## src/rtl/adc_ifc_pkg.sv

```systemverilog
package adc_ifc_pkg;

   typedef enum logic [1:0] {
      PH_IDLE  = 2'd0,
      PH_CONV  = 2'd1,
      PH_RECOV = 2'd2
   } phase_t;

   localparam logic MODE_READ = 1'b0;
   localparam logic MODE_WRRD = 1'b1;

   localparam int PIN_CS   = 0;
   localparam int PIN_RD   = 1;
   localparam int PIN_WR   = 2;
   localparam int NUM_PINS = 3;

endpackage

```

## src/rtl/strobe_sync.sv

```systemverilog
module strobe_sync #(
   parameter int STAGES = 2
) (
   input  logic clk,
   input  logic rst_n,
   input  logic pin_n,
   output logic level,
   output logic fall,
   output logic rise
);

   logic [STAGES-1:0] chain;
   logic              prev;

   initial begin : p_param_chk
      if (STAGES < 2) $fatal(1, "strobe_sync: STAGES must be at least 2");
   end

   always_ff @(posedge clk or negedge rst_n) begin
      if (!rst_n) begin
         chain <= '1;
         prev  <= 1'b1;
      end else begin
         chain <= {chain[STAGES-2:0], pin_n};
         prev  <= chain[STAGES-1];
      end
   end

   assign level = chain[STAGES-1];
   assign fall  = prev & ~level;
   assign rise  = ~prev & level;

endmodule

```

## src/rtl/conv_phase.sv

```systemverilog
module conv_phase
   import adc_ifc_pkg::*;
#(
   parameter int RECOV_CYCLES = 175
) (
   input  logic clk,
   input  logic rst_n,
   input  logic start_req,
   input  logic eoc,
   output logic start_acc,
   output logic eoc_acc,
   output logic conv_start,
   output logic hold,
   output logic start_err
);

   localparam int CNT_W = (RECOV_CYCLES < 2) ? 1 : $clog2(RECOV_CYCLES);
   localparam logic [CNT_W-1:0] RELOAD = CNT_W'(RECOV_CYCLES - 1);

   phase_t           ph;
   logic [CNT_W-1:0] cnt;

   initial begin : p_param_chk
      if (RECOV_CYCLES < 1) $fatal(1, "conv_phase: RECOV_CYCLES must be at least 1");
   end

   assign start_acc = start_req & (ph == PH_IDLE);
   assign eoc_acc   = eoc & (ph == PH_CONV);
   assign hold      = (ph == PH_CONV);

   always_ff @(posedge clk or negedge rst_n) begin
      if (!rst_n) begin
         ph         <= PH_IDLE;
         cnt        <= '0;
         conv_start <= 1'b0;
         start_err  <= 1'b0;
      end else begin
         conv_start <= start_acc;
         if (start_req && (ph != PH_IDLE)) start_err <= 1'b1;
         case (ph)
            PH_IDLE: begin
               if (start_acc) ph <= PH_CONV;
            end
            PH_CONV: begin
               if (eoc) begin
                  ph  <= PH_RECOV;
                  cnt <= RELOAD;
               end
            end
            PH_RECOV: begin
               if (cnt == '0) ph <= PH_IDLE;
               else           cnt <= cnt - 1'b1;
            end
            default: ph <= PH_IDLE;
         endcase
      end
   end

endmodule

```

## src/rtl/result_hold.sv

```systemverilog
module result_hold #(
   parameter int DATA_W = 8
) (
   input  logic              clk,
   input  logic              rst_n,
   input  logic              eoc_acc,
   input  logic [DATA_W-1:0] core_data,
   input  logic              core_ovf,
   input  logic              release_req,
   input  logic              arm_req,
   output logic [DATA_W-1:0] data_q,
   output logic              ovf_q,
   output logic              int_n
);

   always_ff @(posedge clk or negedge rst_n) begin
      if (!rst_n) begin
         data_q <= '0;
         ovf_q  <= 1'b0;
         int_n  <= 1'b1;
      end else if (eoc_acc) begin
         data_q <= core_data;
         ovf_q  <= core_ovf;
         int_n  <= 1'b0;
      end else if (release_req || arm_req) begin
         int_n  <= 1'b1;
      end
   end

endmodule

```

## src/rtl/adc_strobe_ctrl.sv

```systemverilog
module adc_strobe_ctrl
   import adc_ifc_pkg::*;
#(
   parameter int DATA_W       = 8,
   parameter int RECOV_CYCLES = 175,
   parameter int SYNC_STAGES  = 2
) (
   input  logic              clk,
   input  logic              rst_n,
   input  logic              mode_wr_rd,
   input  logic              cs_n,
   input  logic              rd_n,
   input  logic              wr_n,
   output logic              rdy_pull_low,
   output logic              conv_start,
   output logic              hold,
   input  logic              core_eoc,
   input  logic [DATA_W-1:0] core_data,
   input  logic              core_ovf,
   output logic [DATA_W-1:0] bus_data,
   output logic              bus_oe,
   output logic              over_range,
   output logic              int_n,
   output logic              start_err
);

   logic [NUM_PINS-1:0] pin_n;
   logic [NUM_PINS-1:0] lvl;
   logic [NUM_PINS-1:0] fall;
   logic [NUM_PINS-1:0] rise;

   logic cs_on;
   logic wr_mode;
   logic start_req;
   logic start_acc;
   logic eoc_acc;
   logic release_req;
   logic arm_req;
   logic unused_edges;

   initial begin : p_param_chk
      if (DATA_W < 1)       $fatal(1, "adc_strobe_ctrl: DATA_W must be positive");
      if (SYNC_STAGES < 2)  $fatal(1, "adc_strobe_ctrl: SYNC_STAGES must be at least 2");
      if (RECOV_CYCLES < 1) $fatal(1, "adc_strobe_ctrl: RECOV_CYCLES must be at least 1");
   end

   assign pin_n = {wr_n, rd_n, cs_n};

   generate
      for (genvar g = 0; g < NUM_PINS; g++) begin : g_sync
         strobe_sync #(
            .STAGES (SYNC_STAGES)
         ) u_sync (
            .clk   (clk),
            .rst_n (rst_n),
            .pin_n (pin_n[g]),
            .level (lvl[g]),
            .fall  (fall[g]),
            .rise  (rise[g])
         );
      end
   endgenerate

   assign unused_edges = ^{fall[PIN_CS], rise[PIN_CS], lvl[PIN_WR], rise[PIN_WR]};

   assign cs_on       = ~lvl[PIN_CS];
   assign wr_mode     = (mode_wr_rd == MODE_WRRD);
   assign start_req   = cs_on & (wr_mode ? fall[PIN_WR] : fall[PIN_RD]);
   assign release_req = cs_on & rise[PIN_RD];
   assign arm_req     = start_acc & wr_mode;
   assign bus_oe      = cs_on & ~lvl[PIN_RD];

   conv_phase #(
      .RECOV_CYCLES (RECOV_CYCLES)
   ) u_phase (
      .clk        (clk),
      .rst_n      (rst_n),
      .start_req  (start_req),
      .eoc        (core_eoc),
      .start_acc  (start_acc),
      .eoc_acc    (eoc_acc),
      .conv_start (conv_start),
      .hold       (hold),
      .start_err  (start_err)
   );

   result_hold #(
      .DATA_W (DATA_W)
   ) u_result (
      .clk         (clk),
      .rst_n       (rst_n),
      .eoc_acc     (eoc_acc),
      .core_data   (core_data),
      .core_ovf    (core_ovf),
      .release_req (release_req),
      .arm_req     (arm_req),
      .data_q      (bus_data),
      .ovf_q       (over_range),
      .int_n       (int_n)
   );

   always_ff @(posedge clk or negedge rst_n) begin
      if (!rst_n) begin
         rdy_pull_low <= 1'b0;
      end else if (eoc_acc) begin
         rdy_pull_low <= 1'b0;
      end else if (start_acc && !wr_mode) begin
         rdy_pull_low <= 1'b1;
      end
   end

endmodule

```

## config.mk

```make
export PLATFORM = sky130hd
export DESIGN_NAME = adc_strobe_ctrl
export DESIGN_NICKNAME = d
export VERILOG_FILES = /design/src/rtl/adc_ifc_pkg.sv /design/src/rtl/strobe_sync.sv /design/src/rtl/conv_phase.sv /design/src/rtl/result_hold.sv /design/src/rtl/adc_strobe_ctrl.sv
export SDC_FILE = /design/constraint.sdc
export NUM_CORES = 1
export LEC_CHECK = 0
export ABC_CLOCK_PERIOD_IN_PS = 2500
export BUFFER_PORTS_ARGS = -buffer_cell sky130_fd_sc_hd__buf_2
export CORE_MARGIN = 2
export CORE_UTILIZATION = 30
export CTS_BUF_LIST = sky130_fd_sc_hd__clkbuf_8
export CTS_CLUSTER_DIAMETER = 100
export DETAILED_ROUTE_END_ITERATION = 8
export SYNTH_ARGS = -nofsm -noshare
export SYNTH_HDL_FRONTEND = slang
export SYNTH_SLANG_ARGS = --single-unit
```

## constraint.sdc

```tcl
create_clock -name clk -period 2.5 [get_ports clk]
set_input_delay 0.75 -clock clk [delete_from_list [all_inputs] [get_ports clk]]
set_output_delay 0.75 -clock clk [all_outputs]
set_load 0.005 [all_outputs]
```

Word-level counts from Yosys, hierarchy flattened
Cells that the tools add are included.
{"block": "word_totals", "output_inout_bits": 15, "in_bits": 16, "ff_bits": 31}
{"block": "classes", "reduce_logical": 12, "addsub": 1, "bitwise": 13, "eq_ne": 6, "muxes": 12}
{"cell": "$mux 8", "count": 2}
{"cell": "$pmux 8 s2", "count": 1}
{"cell": "$and 1x1->1", "count": 9}
{"cell": "$logic_not 8->1", "count": 1}
{"cell": "$reduce_bool 2->1", "count": 4}
{"cell": "$sub 8x1->8 const B", "count": 1}
{"cell": "$mux 2", "count": 3}
{"cell": "$pmux 2 s3", "count": 1}
{"cell": "$reduce_and 3->1", "count": 2}
{"cell": "$mux 1", "count": 5}
{"cell": "$ne 2x1->1 const B", "count": 2}
{"cell": "$ne 2x2->1 const B", "count": 2}
{"cell": "$not 1->1", "count": 4}
{"cell": "$eq 2x1->1 const B", "count": 1}
{"cell": "$eq 2x2->1 const B", "count": 1}
{"cell": "$logic_and 1x1->1", "count": 2}
{"cell": "$logic_not 2->1", "count": 1}
{"cell": "$logic_not 1->1", "count": 1}
{"cell": "$logic_or 1x1->1", "count": 1}

Longest topological paths before layout
Gate-level depths: netlist (run 1).
{"block": "depth", "ltp_word": 9, "depth_mapped": 7}

Modules after synthesis
Synthesis (run 1) repeated with hierarchy kept, for this count alone.
{"block": "unflattened", "cells_unflattened": 105, "hier_area_um2": 1377.6}
{"module": "conv_phase", "cells_each": 59, "area_each_um2": 614.3, "seq_area_each_um2": 300.3, "n_inst": 1}
{"module": "result_hold", "cells_each": 22, "area_each_um2": 406.6, "seq_area_each_um2": 251.5, "n_inst": 1}
{"module": "strobe_sync", "cells_each": 5, "area_each_um2": 93.8, "seq_area_each_um2": 78.8, "n_inst": 3}
{"module": "adc_strobe_ctrl", "cells_each": 9, "area_each_um2": 75.1, "seq_area_each_um2": 25.0, "n_inst": 1}

Worst setup path after synthesis (run 1)
No wires, ideal clock.
{"block": "synth_timing", "path_type": "in2reg", "startpoint": "input mode_wr_rd", "endpoint": "register u_phase.ph[0]", "setup_time_ns": 0.127, "t_required_ns": 2.373, "path_buffers": 0, "arrival_time_ns": 1.877, "stages": 4, "setup_slack_ns": 0.495, "cell_sequence": "nor4b_1 nor2_1 a221o_1 mux2_1"}
{"block": "synth_between", "elab_chain_cells": 5}
{"item": "start, declared", "line_no": "adc_strobe_ctrl.sv:10", "rtl": "input logic mode_wr_rd,"}
{"item": "$mux 1", "line_no": "adc_strobe_ctrl.sv:68", "rtl": "assign start_req = cs_on & (wr_mode ? fall[PIN_WR] : fall[PIN_RD]);"}
{"item": "$and 1x1->1", "line_no": "adc_strobe_ctrl.sv:68"}
{"item": "$and 1x1->1", "line_no": "conv_phase.sv:27", "rtl": "assign start_acc = start_req & (ph == PH_IDLE);"}
{"item": "$ne 2x2->1 (no line)"}
{"item": "$reduce_and 3->1 (no line)"}
{"item": "end signal, assigned", "line_no": "conv_phase.sv:33", "rtl": "ph <= PH_IDLE;"}
{"item": "end signal, assigned", "line_no": "conv_phase.sv:42", "rtl": "if (start_acc) ph <= PH_CONV;"}
{"item": "end signal, assigned", "line_no": "conv_phase.sv:46", "rtl": "ph <= PH_RECOV;"}
{"item": "end, declared", "line_no": "conv_phase.sv:20", "rtl": "phase_t ph;"}
Every way passes these cells.
A chain may end at the register's enable or synchronous reset.

Worst setup path after layout (run 1)
{"block": "layout_timing", "startpoint": "register u_phase.cnt[0]", "endpoint": "register u_phase.ph[0]"}
{"block": "layout_between", "elab_chain_cells": 3}
{"item": "start, declared", "line_no": "conv_phase.sv:21", "rtl": "logic [CNT_W-1:0] cnt;"}
{"item": "start signal, assigned", "line_no": "conv_phase.sv:52", "rtl": "else cnt <= cnt - 1'b1;"}
{"item": "$logic_not 8->1", "line_no": "conv_phase.sv:51", "rtl": "if (cnt == '0) ph <= PH_IDLE;"}
{"item": "$ne 2x1->1 (no line)"}
{"item": "$reduce_and 3->1 (no line)"}
{"item": "end signal, assigned", "line_no": "conv_phase.sv:46"}
{"item": "end signal, assigned", "line_no": "conv_phase.sv:51"}
{"item": "end signal, assigned", "line_no": "conv_phase.sv:54", "rtl": "default: ph <= PH_IDLE;"}
Every way passes these cells.

==> results of run 1 <==
layout make-up:
type / instances / area share (%)
sequential: 31 / 45.02
multi-input combinational: 76 / 35.08
timing repair buffer: 30 / 8.590
clock buffer: 7 / 5.512
tap: 54 / 3.865
inverter: 7 / 1.503
clock inverter: 1 / 0.4295
worst paths after layout:
kind | startpoint | slack (ns) | cells after the start | end
worst min register to register | g_sync[2].u_sync.chain[0] | 0.36 | 0 | g_sync[2].u_sync.chain[1]
worst min-delay path | g_sync[2].u_sync.chain[0] | 0.36 | 0 | g_sync[2].u_sync.chain[1]
min in group asynchronous | rst_n | 0.49 | 1 | u_phase.cnt[0]
max in group asynchronous | rst_n | 1.58 | 1 | u_result.data_q[3]
worst max-delay path | u_phase.cnt[0] | 0.53 | 6 | u_phase.ph[0]
worst max register to register | u_phase.cnt[0] | 0.53 | 6 | u_phase.ph[0]
sequential cells by signal, summed over array words and instances (netlist names):
name	cells
u_result.data_q	8
u_phase.start_err	1
rdy_pull_low	1
u_result.int_n	1
u_result.ovf_q	1
g_sync.u_sync.chain	6
u_phase.conv_start	1
u_phase.cnt	8
g_sync.u_sync.prev	2
u_phase.ph	2
per-stage QoR:
stage / std cells / power, mW / utilization, % / setup slack (ns)
floorplan: 117 / 1.152 / - / 0.4950
global placement: 198 / 1.341 / 35.28 / 0.3053
global route: 206 / 1.949 / 37.50 / 0.3098
CTS: 206 / 1.830 / 37.50 / 0.5063
finish: 206 / 1.799 / 37.50 / 0.5320
detailed placement: 198 / 1.376 / 35.28 / 0.2572
cells in the final DEF, fill, tap and decap left out, types with 2 or more instances in the layout:
master / n
mux2i_1: 3
dfstp_2: 9
nand3_1: 4
nor3b_1: 2
mux2_2: 9
mux2_1: 2
dfrtp_1: 22
nor3_1: 4
clkbuf_8: 7
nand4_1: 2
ha_1: 7
a21oi_1: 5
nand2b_1: 2
nor2_1: 8
a221o_1: 2
a31oi_1: 2
buf_2: 30
nand2_1: 4
a21boi_0: 2
inv_1: 7
routing by layer:
metal / vias to the layer above / global-route usage, % / part of all wire, %
met2: 38 / 21.82 / 49
met3: 5 / 3.841 / 5.9
met5: - / 0 / 0
met4: 0 / 5.761 / 1.7
met1: 484 / 13.47 / 43
li1: 491 / - / -
Yosys cell counts, types with 3 or more instances:
cell type / count / area (µm²)
inv_1: 7 / 26.28
nand3_1: 4 / 20.02
nor3_1: 4 / 20.02
dfstp_2: 9 / 236.5
nor2_1: 8 / 30.03
mux2i_1: 3 / 30.03
mux2_2: 9 / 101.4
nand2_1: 4 / 15.01
a21oi_1: 5 / 25.02
ha_1: 7 / 87.58
dfrtp_1: 22 / 550.5
power breakdown:
group / internal [mW] / switching [mW] / total [mW]
clock: 0.250 / 0.190 / 0.440
sequential: 0.643 / 0.0946 / 0.738
combinational: 0.300 / 0.322 / 0.622
kinds of logic (layout without fill, tap and decap cells):
group	Yosys count	after routing	synth area share, %
muxes	14	14	10.70
and+or+nand+nor	34	34	14.78
adders and majority gates	7	7	6.087
DFF	31	31	54.70
buffers and inverters	10	45	2.696
AOI/OAI and AO/OA	21	21	11.04
==> impl_metrics.sql, run 1 <==
INSERT INTO impl_metrics (metric_group, metric, value, unit) VALUES
('global_routing', 'largest_net_degree_at_the_start_of_global_routing', '32', ''),
('global_routing', 'grt_pass1_wl', '5050', 'µm'),
('power', 'cellLeakagePower', '0.7817', 'nW'),
('timing', 'max_clock_freq', '508.1', 'MHz'),
('detailed_routing', 'dr.pass1.iters', '4', ''),
('detailed_routing', 'wl_per_cell', '13.90', 'µm'),
('yosys', 'yosysSeqAreaShare', '54.70', '%'),
('setup_path', 'timing.critical_path.arrival', '2.14', 'ns'),
('timing', 'rsz0062_at_grt', 'false', ''),
('clocking', 'clock_root_cell', 'clkbuf_8', ''),
('detailed_routing', 'drcViolationCount', '0', ''),
('detailed_routing', 'vias_per_cell', '4.942', ''),
('clocking', 'clock_tree_from_tritoncts', 'yes', ''),
('clocking', 'cts_repair_resize_count', '0', ''),
('yosys', 'synthArstFlopShare', '100.0', '%'),
('yosys', 'synth-edff-count', '0', ''),
('global_routing', 'vias_in_the_first_global_route', '1151', ''),
('flow_run', 'max_cap_violations', '0', ''),
('die', 'initial_core_util', '30.87', '%'),
('yosys', 'syn-mean-instance-area', '12.30', 'µm²'),
('setup_path', 'cp_buf_inv_count', '1', ''),
('timing', 'setup_total_neg_slack', '0', 'ns'),
('clocking', 'cts_setup_buffers', '0', ''),
('global_routing', 'grt_util_all_layers', '12.38', '%'),
('clocking', 'numClockSinks', '31', ''),
('setup_path', 'path_cells', 'inv_1 > ha_1 > nor3b_1 > nand2_1 > a221o_1 > mux2_1', ''),
('setup_path', 'cp_slowest_cell', 'dfrtp_1', ''),
('yosys', 'syn_inst', '117', ''),
('global_routing', 'global_route.overflow_total', '0', ''),
('final_layout', 'layout.nets', '174', ''),
('timing', 'worst_pin_slew', '0.6306', 'ns'),
('detailed_routing', 'num_vias', '1018', ''),
('final_layout', 'register_area', '787.0', 'µm²'),
('final_layout', 'flow.area_growth_from_synthesis', '21.48', '%'),
('clocking', 'clk_path_buf_depth', '2', ''),
('yosys', 'yosys_warnings', '0', ''),
('placement', 'gpl.final_weighted_congestion', '0.8149', ''),
('timing', 'timing_max_transition_violations_final', '0', ''),
('setup_path', 'critical-path-max-stage-delay', '0.42', 'ns'),
('yosys', 'ys.flop_type', 'dfrtp_1', ''),
('timing', 'post-route-period-util', '78.72', '%'),
('final_layout', 'ant_diodes', '0', ''),
('final_layout', 'multiInputGateArea', '613.1', 'µm²'),
('detailed_routing', 'number_of_antenna_violating_nets_in_the_routed_design', '0', ''),
('die', 'die-area', '5366', 'µm²'),
('die', 'coreArea', '4661', 'µm²'),
('setup_path', 'crit_path_max_fanout', '4', ''),
('setup_path', 'crit_required', '2.67', 'ns'),
('setup_path', 'worst-setup-path-type', 'reg -> reg', ''),
('final_layout', 'layout-drive-gt1-share', '41.45', '%'),
('placement', 'placed_area', '1644', 'µm²'),
('clocking', 'cts.reportedPaths.clkPinSlew', '0.07', 'ns'),
('clocking', 'htree_levels', '2', ''),
('die', 'floorplan.io_pins', '31', ''),
('global_routing', 'antenna_found_initial', '0', ''),
('power', 'power_per_cell_area', '1029', 'nW/µm²'),
('setup_path', 'end_kind', 'flop', ''),
('yosys', 'yosysUniqueCellTypes', '38', ''),
('placement', 'portBuffers', '30', ''),
('yosys', 'synth.cell_area', '1439', 'µm²'),
('setup_path', 'timing.critical_path.max_delay_family', 'simple AND/OR/NAND/NOR gates', ''),
('setup_path', 'worstSetupStartpointType', 'flop', ''),
('timing', 'finalWorstPathRequiredPeriod', '1.968', 'ns'),
('yosys', 'synth.net_count', '140', ''),
('detailed_routing', 'drt_iter0_markers', '17', ''),
('die', 'fp.dieW', '73.26', 'µm'),
('status', 'outcome', 'finished, final reports clean', ''),
('timing', 'maxSlewHeadroom', '56.88', '%'),
('detailed_routing', 'finalWirelength', '2864', 'µm'),
('clocking', 'clk_latency', '0.29', 'ns'),
('yosys', 'postSynthRegisterBits', '31', ''),
('die', 'rows', '25', ''),
('timing', 'hold_viol_final', '0', ''),
('timing', 'fin_hold_ws', '0.3567', 'ns'),
('min_path', 'hold_class', 'reg -> reg', ''),
('power', 'vdd.ir_drop.worst', '0.0004771', 'V'),
('final_layout', 'final_design_area_no_fill', '1748', 'µm²'),
('final_layout', 'nFillCells', '446', ''),
('placement', 'place_hpwl', '2170', 'µm'),
('timing', 'final.setup_skew', '0.007959', 'ns'),
('die', 'die_height', '73.26', 'µm'),
('clocking', 'cts_hold_repair.buffers', '0', ''),
('clocking', 'cts_inserted_buffers', '5', ''),
('timing', 'finalSetupViolCount', '0', '');
(Power assumes the default switching activity.)
==> run 2, diff against run 1 <==
--- a/config.mk
+++ b/config.mk
@@ -5,7 +5,7 @@
 export SDC_FILE = /design/constraint.sdc
 export NUM_CORES = 1
 export LEC_CHECK = 0
-export ABC_CLOCK_PERIOD_IN_PS = 2500
+export ABC_CLOCK_PERIOD_IN_PS = 1800
 export BUFFER_PORTS_ARGS = -buffer_cell sky130_fd_sc_hd__buf_2
 export CORE_MARGIN = 2
 export CORE_UTILIZATION = 30
==> constraint.sdc (replaced) <==
create_clock -name clk -period 1.8 [get_ports clk]
set_input_delay 0.54 -clock clk [delete_from_list [all_inputs] [get_ports clk]]
set_output_delay 0.54 -clock clk [all_outputs]
set_load 0.005 [all_outputs]
==> run 2 against run 1 <==
- critical path depth did not move
- clock-buffer cell count is 1 lower
- fmax grew 13%
- setup slack lost 0.47 ns
- wire length up 5.6%
- sequential power up 37%
- final cell count grew 7.8%
- highest routed layer unchanged
==> impl_metrics.sql, run 2 (synthesized netlist as in run 1, its figures left out) <==
INSERT INTO impl_metrics (metric_group, metric, value, unit) VALUES
('status', 'outcome', 'finished, final reports clean', ''),
('timing', 'post-route-period-util', '96.71', '%'),
('final_layout', 'layout_top_registers', 'u_phase.cnt: 8 flops, u_result.data_q: 8 flops, g_sync.u_sync.chain: 6 flops', ''),
('clocking', 'cts.reportedPaths.clkPinSlew', '0.07', 'ns'),
('power', 'seqPwrFrac', '36.1', '%'),
('power', 'p_int', '1.902', 'mW'),
('timing', 'final.setup_skew', '0.006257', 'ns'),
('clocking', 'htree_levels', '2', ''),
('final_layout', 'mostFrequentLayoutCells', 'buf_2 (30), dfrtp_1 (20), buf_4 (16)', ''),
('setup_path', 'worst-setup-path-type', 'reg -> reg', ''),
('detailed_routing', 'finalWirelength', '3025', 'µm'),
('clocking', 'cts_inserted_buffers', '5', ''),
('power', 'switching_power', '892.6', 'µW'),
('final_layout', 'ant_diodes', '0', ''),
('setup_path', 'end_kind', 'flop', ''),
('final_layout', 'final_design_area_no_fill', '1986', 'µm²'),
('final_layout', 'layout-drive-gt1-share', '56.55', '%'),
('clocking', 'clk_latency', '0.28', 'ns'),
('placement', 'gpl.final_weighted_congestion', '0.8758', ''),
('global_routing', 'vias_in_the_first_global_route', '1195', ''),
('timing', 'setup_total_neg_slack', '0', 'ns'),
('detailed_routing', 'number_of_antenna_violating_nets_in_the_routed_design', '0', ''),
('clocking', 'numClockSinks', '31', ''),
('clocking', 'clock_root_cell', 'clkbuf_8', ''),
('global_routing', 'largest_net_degree_at_the_start_of_global_routing', '32', ''),
('placement', 'placed_area', '1734', 'µm²'),
('timing', 'maxSlewHeadroom', '54.63', '%'),
('flow_run', 'max_cap_violations', '0', ''),
('power', 'clockPowerShare', '25.2', '%'),
('detailed_routing', 'wl_per_cell', '13.63', 'µm'),
('placement', 'portBuffers', '30', ''),
('power', 'power.total', '2.795', 'mW'),
('die', 'floorplan.io_pins', '31', ''),
('timing', 'max_clock_freq', '574.4', 'MHz'),
('detailed_routing', 'drt_iter0_markers', '15', ''),
('detailed_routing', 'vias_per_cell', '4.910', ''),
('power', 'p_sw_share', '31.94', '%'),
('detailed_routing', 'dr.pass1.iters', '4', ''),
('detailed_routing', 'num_vias', '1090', ''),
('final_layout', 'layout.nets', '190', ''),
('placement', 'place_hpwl', '2119', 'µm'),
('setup_path', 'crit_path_max_fanout', '3', ''),
('setup_path', 'timing.critical_path.arrival', '1.91', 'ns'),
('final_layout', 'flow.area_growth_from_synthesis', '38.00', '%'),
('global_routing', 'antenna_found_initial', '0', ''),
('clocking', 'clk_path_buf_depth', '2', ''),
('global_routing', 'grt_util_all_layers', '12.26', '%'),
('die', 'die-area', '5366', 'µm²'),
('setup_path', 'worstSetupStartpointType', 'flop', ''),
('die', 'coreArea', '4661', 'µm²'),
('timing', 'timing_max_transition_violations_final', '0', ''),
('global_routing', 'grt_pass1_wl', '5085', 'µm'),
('detailed_routing', 'drcViolationCount', '0', ''),
('power', 'share_comb_of_total_power', '38.8', '%'),
('clocking', 'clock_tree_from_tritoncts', 'yes', ''),
('final_layout', 'nFillCells', '422', ''),
('timing', 'fin_hold_ws', '0.2817', 'ns'),
('min_path', 'hold_class', 'in -> async', ''),
('die', 'initial_core_util', '30.87', '%'),
('global_routing', 'global_route.overflow_total', '0', ''),
('die', 'rows', '25', ''),
('die', 'fp.dieW', '73.26', 'µm'),
('die', 'die_height', '73.26', 'µm'),
('timing', 'finalSetupViolCount', '0', ''),
('power', 'cellLeakagePower', '0.8932', 'nW'),
('timing', 'worst_pin_slew', '0.6805', 'ns'),
('setup_path', 'crit_required', '1.97', 'ns'),
('power', 'power_per_cell_area', '1407', 'nW/µm²'),
('final_layout', 'layout.cells.most_common', 'buf_2', ''),
('power', 'vdd.ir_drop.worst', '0.0006971', 'V'),
('timing', 'finalWorstPathRequiredPeriod', '1.741', 'ns'),
('timing', 'hold_viol_final', '0', '');
-- run 2: cell types whose count changed in the layout (fill, tap and decap cells not counted), sizes merged --
cell / previous run / this run
buf: 30 / 46
bufinv: 0 / 1
clkbuf: 7 / 6
clkinv: 0 / 1
clkinvlp: 1 / 0
-- run 2: worst max-delay path, stage by stage (launching register included) --
cell and delay (ns):
dfrtp_1 0.40, inv_2 0.09, ha_4 0.14, nor3b_4 0.20, nand2_2 0.10, a221o_1 0.39
mux2_4 0.31
-- run 2: per-stage QoR --
step,instances,setup slack (ns),utilization (%)
after global placement,210,-0.1563,37.21
after detailed placement,210,-0.2290,37.21
after CTS,218,0.006462,40.48
after global routing,222,-0.01105,42.60
after floorplan,117,0.005045,-
final,222,0.05914,42.60
-- run 2: what timing repair did --
item	4_1_cts	5_1_grt
setup endpoints to repair	3	9
pin swaps	0	5
setup buffers	0	4
gates resized for setup	6	18
hold buffers	0	0
-- run 2: layout make-up --
cell class              count  area (µm²)  area share (%)
repair buffers             46       270.3           13.61
inverters                   7       26.28           1.323
well taps                  54       67.56           3.403
flip-flops and latches     31       789.5           39.76
clock inverters             2       35.03           1.764
multi-input cells          76       714.4           35.98
clock buffers               6       82.58           4.159
-- run 2: power groups by stage --
stage               clock (mW)  sequential, mW  combinational (mW)
finish                   0.704            1.01                1.08
global route             0.751            1.04                1.21
global placement             0           0.995               0.927
floorplan                    0            1.00               0.598
CTS                      0.725           0.998               0.969
detailed placement           0           0.997               0.964
-- run 2: per-layer routing --
metal  vias up  share of wire, %  wire, µm  global-route usage (%)
li1        530                 -         -                       -
met1       520                43      1308                   14.77
met2        36                50      1517                   21.02
met3         4               5.3       160                   3.704
met4         0               1.3        38                   3.704
met5         -                 0         0                       0
-- run 2: path summary, 6_finish.rpt --
kind | start | to | slack, ns | cells past startpoint
min in group clk | g_sync[2].u_sync.chain[0] | g_sync[2].u_sync.chain[1] | 0.36 | 0
max in group asynchronous | rst_n | u_phase.cnt[4] | 1.03 | 1
min reg2reg | g_sync[2].u_sync.chain[0] | g_sync[2].u_sync.chain[1] | 0.36 | 0
min | rst_n | u_phase.cnt[0] | 0.28 | 1
max reg2reg | u_phase.cnt[1] | u_phase.ph[1] | 0.06 | 6
max | u_phase.cnt[1] | u_phase.ph[1] | 0.06 | 6
==> run 3, diff against run 2 <==
--- a/config.mk
+++ b/config.mk
@@ -5,13 +5,13 @@
 export SDC_FILE = /design/constraint.sdc
 export NUM_CORES = 1
 export LEC_CHECK = 0
-export ABC_CLOCK_PERIOD_IN_PS = 1800
-export BUFFER_PORTS_ARGS = -buffer_cell sky130_fd_sc_hd__buf_2
+export BUFFER_PORTS_ARGS = -buffer_cell sky130_fd_sc_hd__buf_4
 export CORE_MARGIN = 2
 export CORE_UTILIZATION = 30
 export CTS_BUF_LIST = sky130_fd_sc_hd__clkbuf_8
 export CTS_CLUSTER_DIAMETER = 100
 export DETAILED_ROUTE_END_ITERATION = 8
+export SETUP_SLACK_MARGIN = 0.1
 export SYNTH_ARGS = -nofsm -noshare
 export SYNTH_HDL_FRONTEND = slang
 export SYNTH_SLANG_ARGS = --single-unit
==> run 3 against run 2 <==
- sequential power barely moved
- die area did not move
- setup slack improved by 0.037 ns
- fmax rose by 2.2%
- clock-buffer cell count fell by 1
- critical path depth fell by 2
- first-iteration DRC count rose by 140%
- register-to-register slack improved by 0.04 ns
- utilization rose by 1.0 points
- sequential cell count did not move
==> impl_metrics.sql, run 3 (synthesized netlist as in run 1, its figures left out) <==
INSERT INTO impl_metrics (metric_group, metric, value, unit) VALUES
('status', 'outcome', 'finished, final reports clean', ''),
('final_layout', 'layout.nets', '190', ''),
('setup_path', 'crit_required', '1.97', 'ns'),
('detailed_routing', 'vias_per_cell', '4.995', ''),
('power', 'cellLeakagePower', '0.8993', 'nW'),
('power', 'p_sw_share', '34.16', '%'),
('die', 'floorplan.io_pins', '31', ''),
('setup_path', 'critical-path-max-stage-delay', '0.60', 'ns'),
('final_layout', 'mostFrequentLayoutCells', 'buf_4 (46), dfrtp_1 (20), mux2_2 (9), dfstp_2 (9), nor2_1 (8)', ''),
('timing', 'hold_viol_final', '0', ''),
('final_layout', 'fin_cells', '222', ''),
('clocking', 'numClockSinks', '31', ''),
('power', 'share_comb_of_total_power', '43.9', '%'),
('setup_path', 'worst-setup-path-type', 'reg -> reg', ''),
('power', 'clockPowerShare', '18.9', '%'),
('die', 'die_height', '73.26', 'µm'),
('global_routing', 'global_route.overflow_total', '0', ''),
('global_routing', 'grt_util_all_layers', '13.00', '%'),
('power', 'power_per_cell_area', '1355', 'nW/µm²'),
('placement', 'numPlacedInstances', '210', ''),
('timing', 'post-route-period-util', '94.67', '%'),
('clocking', 'clk_path_buf_depth', '2', ''),
('final_layout', 'ant_diodes', '0', ''),
('global_routing', 'met1_usage', '15.24', '%'),
('clocking', 'cts.reportedPaths.clkPinSlew', '0.06', 'ns'),
('global_routing', 'largest_net_degree_at_the_start_of_global_routing', '32', ''),
('timing', 'timing_max_transition_violations_final', '0', ''),
('detailed_routing', 'num_vias', '1109', ''),
('global_routing', 'use_met3', '3.567', '%'),
('global_routing', 'grt_pass1_wl', '5326', 'µm'),
('timing', 'finalWorstPathRequiredPeriod', '1.704', 'ns'),
('setup_path', 'cp_buf_inv_count', '0', ''),
('setup_path', 'end_kind', 'flop', ''),
('detailed_routing', 'drcViolationCount', '0', ''),
('power', 'p_int', '1.814', 'mW'),
('global_routing', 'antenna_found_initial', '0', ''),
('clocking', 'clk_latency', '0.28', 'ns'),
('setup_path', 'cp_slowest_cell', 'or4_4', ''),
('final_layout', 'nFillCells', '425', ''),
('final_layout', 'final_design_area_no_fill', '2033', 'µm²'),
('setup_path', 'path_cells', 'or4_4 > o21ai_4 > nor3_2 > a221o_1', ''),
('die', 'initial_core_util', '30.87', '%'),
('timing', 'finalSetupViolCount', '0', ''),
('power', 'seqPwrFrac', '37.2', '%'),
('final_layout', 'layout_top_registers', 'u_phase.cnt: 8 flops, u_result.data_q: 8 flops, g_sync.u_sync.chain: 6 flops', ''),
('detailed_routing', 'finalWirelength', '3231', 'µm'),
('detailed_routing', 'number_of_antenna_violating_nets_in_the_routed_design', '0', ''),
('clocking', 'clock_tree_from_tritoncts', 'yes', ''),
('placement', 'portBuffers', '30', ''),
('power', 'switching_power', '941.2', 'µW'),
('die', 'fp.dieW', '73.26', 'µm'),
('timing', 'max_clock_freq', '586.8', 'MHz'),
('clocking', 'cts_hold_repair.buffers', '0', ''),
('placement', 'gpl.final_weighted_congestion', '0.7165', ''),
('global_routing', 'met2_usage', '23.12', '%'),
('placement', 'placed_area', '1829', 'µm²'),
('timing', 'final.setup_skew', '0.003744', 'ns'),
('min_path', 'hold_class', 'in -> async', ''),
('setup_path', 'worstSetupStartpointType', 'flop', ''),
('flow_run', 'max_cap_violations', '0', ''),
('global_routing', 'vias_in_the_first_global_route', '1143', ''),
('power', 'power.total', '2.756', 'mW'),
('setup_path', 'timing.critical_path.max_delay_family', 'simple AND/OR/NAND/NOR gates', ''),
('clocking', 'clock_root_cell', 'clkbuf_8', ''),
('placement', 'place_hpwl', '2259', 'µm'),
('timing', 'rsz0062_at_grt', 'true', ''),
('timing', 'worst_pin_slew', '0.4447', 'ns'),
('power', 'vdd.ir_drop.worst', '0.0006344', 'V'),
('timing', 'maxSlewHeadroom', '70.28', '%'),
('final_layout', 'layout-drive-gt1-share', '57.14', '%'),
('detailed_routing', 'drt_iter0_markers', '36', ''),
('final_layout', 'multiInputGateArea', '719.4', 'µm²'),
('final_layout', 'flow.area_growth_from_synthesis', '41.30', '%'),
('detailed_routing', 'dr.pass1.iters', '4', ''),
('die', 'rows', '25', ''),
('die', 'die-area', '5366', 'µm²'),
('detailed_routing', 'wl_per_cell', '14.55', 'µm'),
('setup_path', 'timing.critical_path.arrival', '1.87', 'ns'),
('clocking', 'cts_inserted_buffers', '5', ''),
('global_routing', 'grt.busiest_layer', 'met2', ''),
('die', 'coreArea', '4661', 'µm²'),
('timing', 'setup_total_neg_slack', '0', 'ns'),
('setup_path', 'crit_path_max_fanout', '4', ''),
('final_layout', 'register_area', '789.5', 'µm²'),
('clocking', 'htree_levels', '2', ''),
('final_layout', 'layout.cells.most_common', 'buf_4', '');
run 3: through the flow:
step / worst slack (ns) / utilization (%) / hold WS (ns)
floorplan: 0.1163 / - / 0.2444
global placement: -0.03057 / 39.25 / 0.3468
detailed placement: -0.06328 / 39.25 / 0.3473
CTS: 0.08681 / 43.33 / 0.1950
global route: 0.03408 / 43.62 / 0.2052
finish: 0.09592 / 43.62 / 0.1725
run 3: repair_timing:
action,4_1_cts,5_1_grt
gates resized for setup,14,7
pin swaps,4,4
setup endpoints to repair,9,10
setup buffers,4,0
run 3: worst paths after layout:
kind	startpoint	to	slack, ns	cells past startpoint
setup / recovery	u_phase.cnt[2]	u_phase.cnt[4]	0.1	4
hold / removal	rst_n	u_phase.cnt[3]	0.17	1
setup reg to reg	u_phase.cnt[2]	u_phase.cnt[4]	0.1	4
hold reg to reg	g_sync[0].u_sync.chain[0]	g_sync[0].u_sync.chain[1]	0.36	0
max in group asynchronous	rst_n	g_sync[0].u_sync.chain[0]	1.31	1
min in group clk	g_sync[0].u_sync.chain[0]	g_sync[0].u_sync.chain[1]	0.36	0
run 3: routing by layer:
metal,part of all wire (%),wire length [µm]
met2,52,1686
met4,0.84,27
met5,0,0
met3,4.2,136
met1,43,1382
run 3: final cells by class:
class	instances	area share, %
Clock inverter	3	0.8000
Clock buffer	5	3.385
Inverter	7	1.292
Sequential cell	31	38.83
Timing Repair Buffer	46	16.98
Tap cell	54	3.323
Multi-Input combinational cell	76	35.38
run 3: power groups by stage:
stage | combinational (mW) | clock, mW | sequential, mW
4_1_cts | 1.19 | 0.535 | 1.02
6_report | 1.21 | 0.520 | 1.03
5_1_grt | 1.32 | 0.574 | 1.04
3_5_place_dp | 1.06 | 0 | 1.02
2_1_floorplan | 0.601 | 0 | 1.00
3_3_place_gp | 1.02 | 0 | 1.00
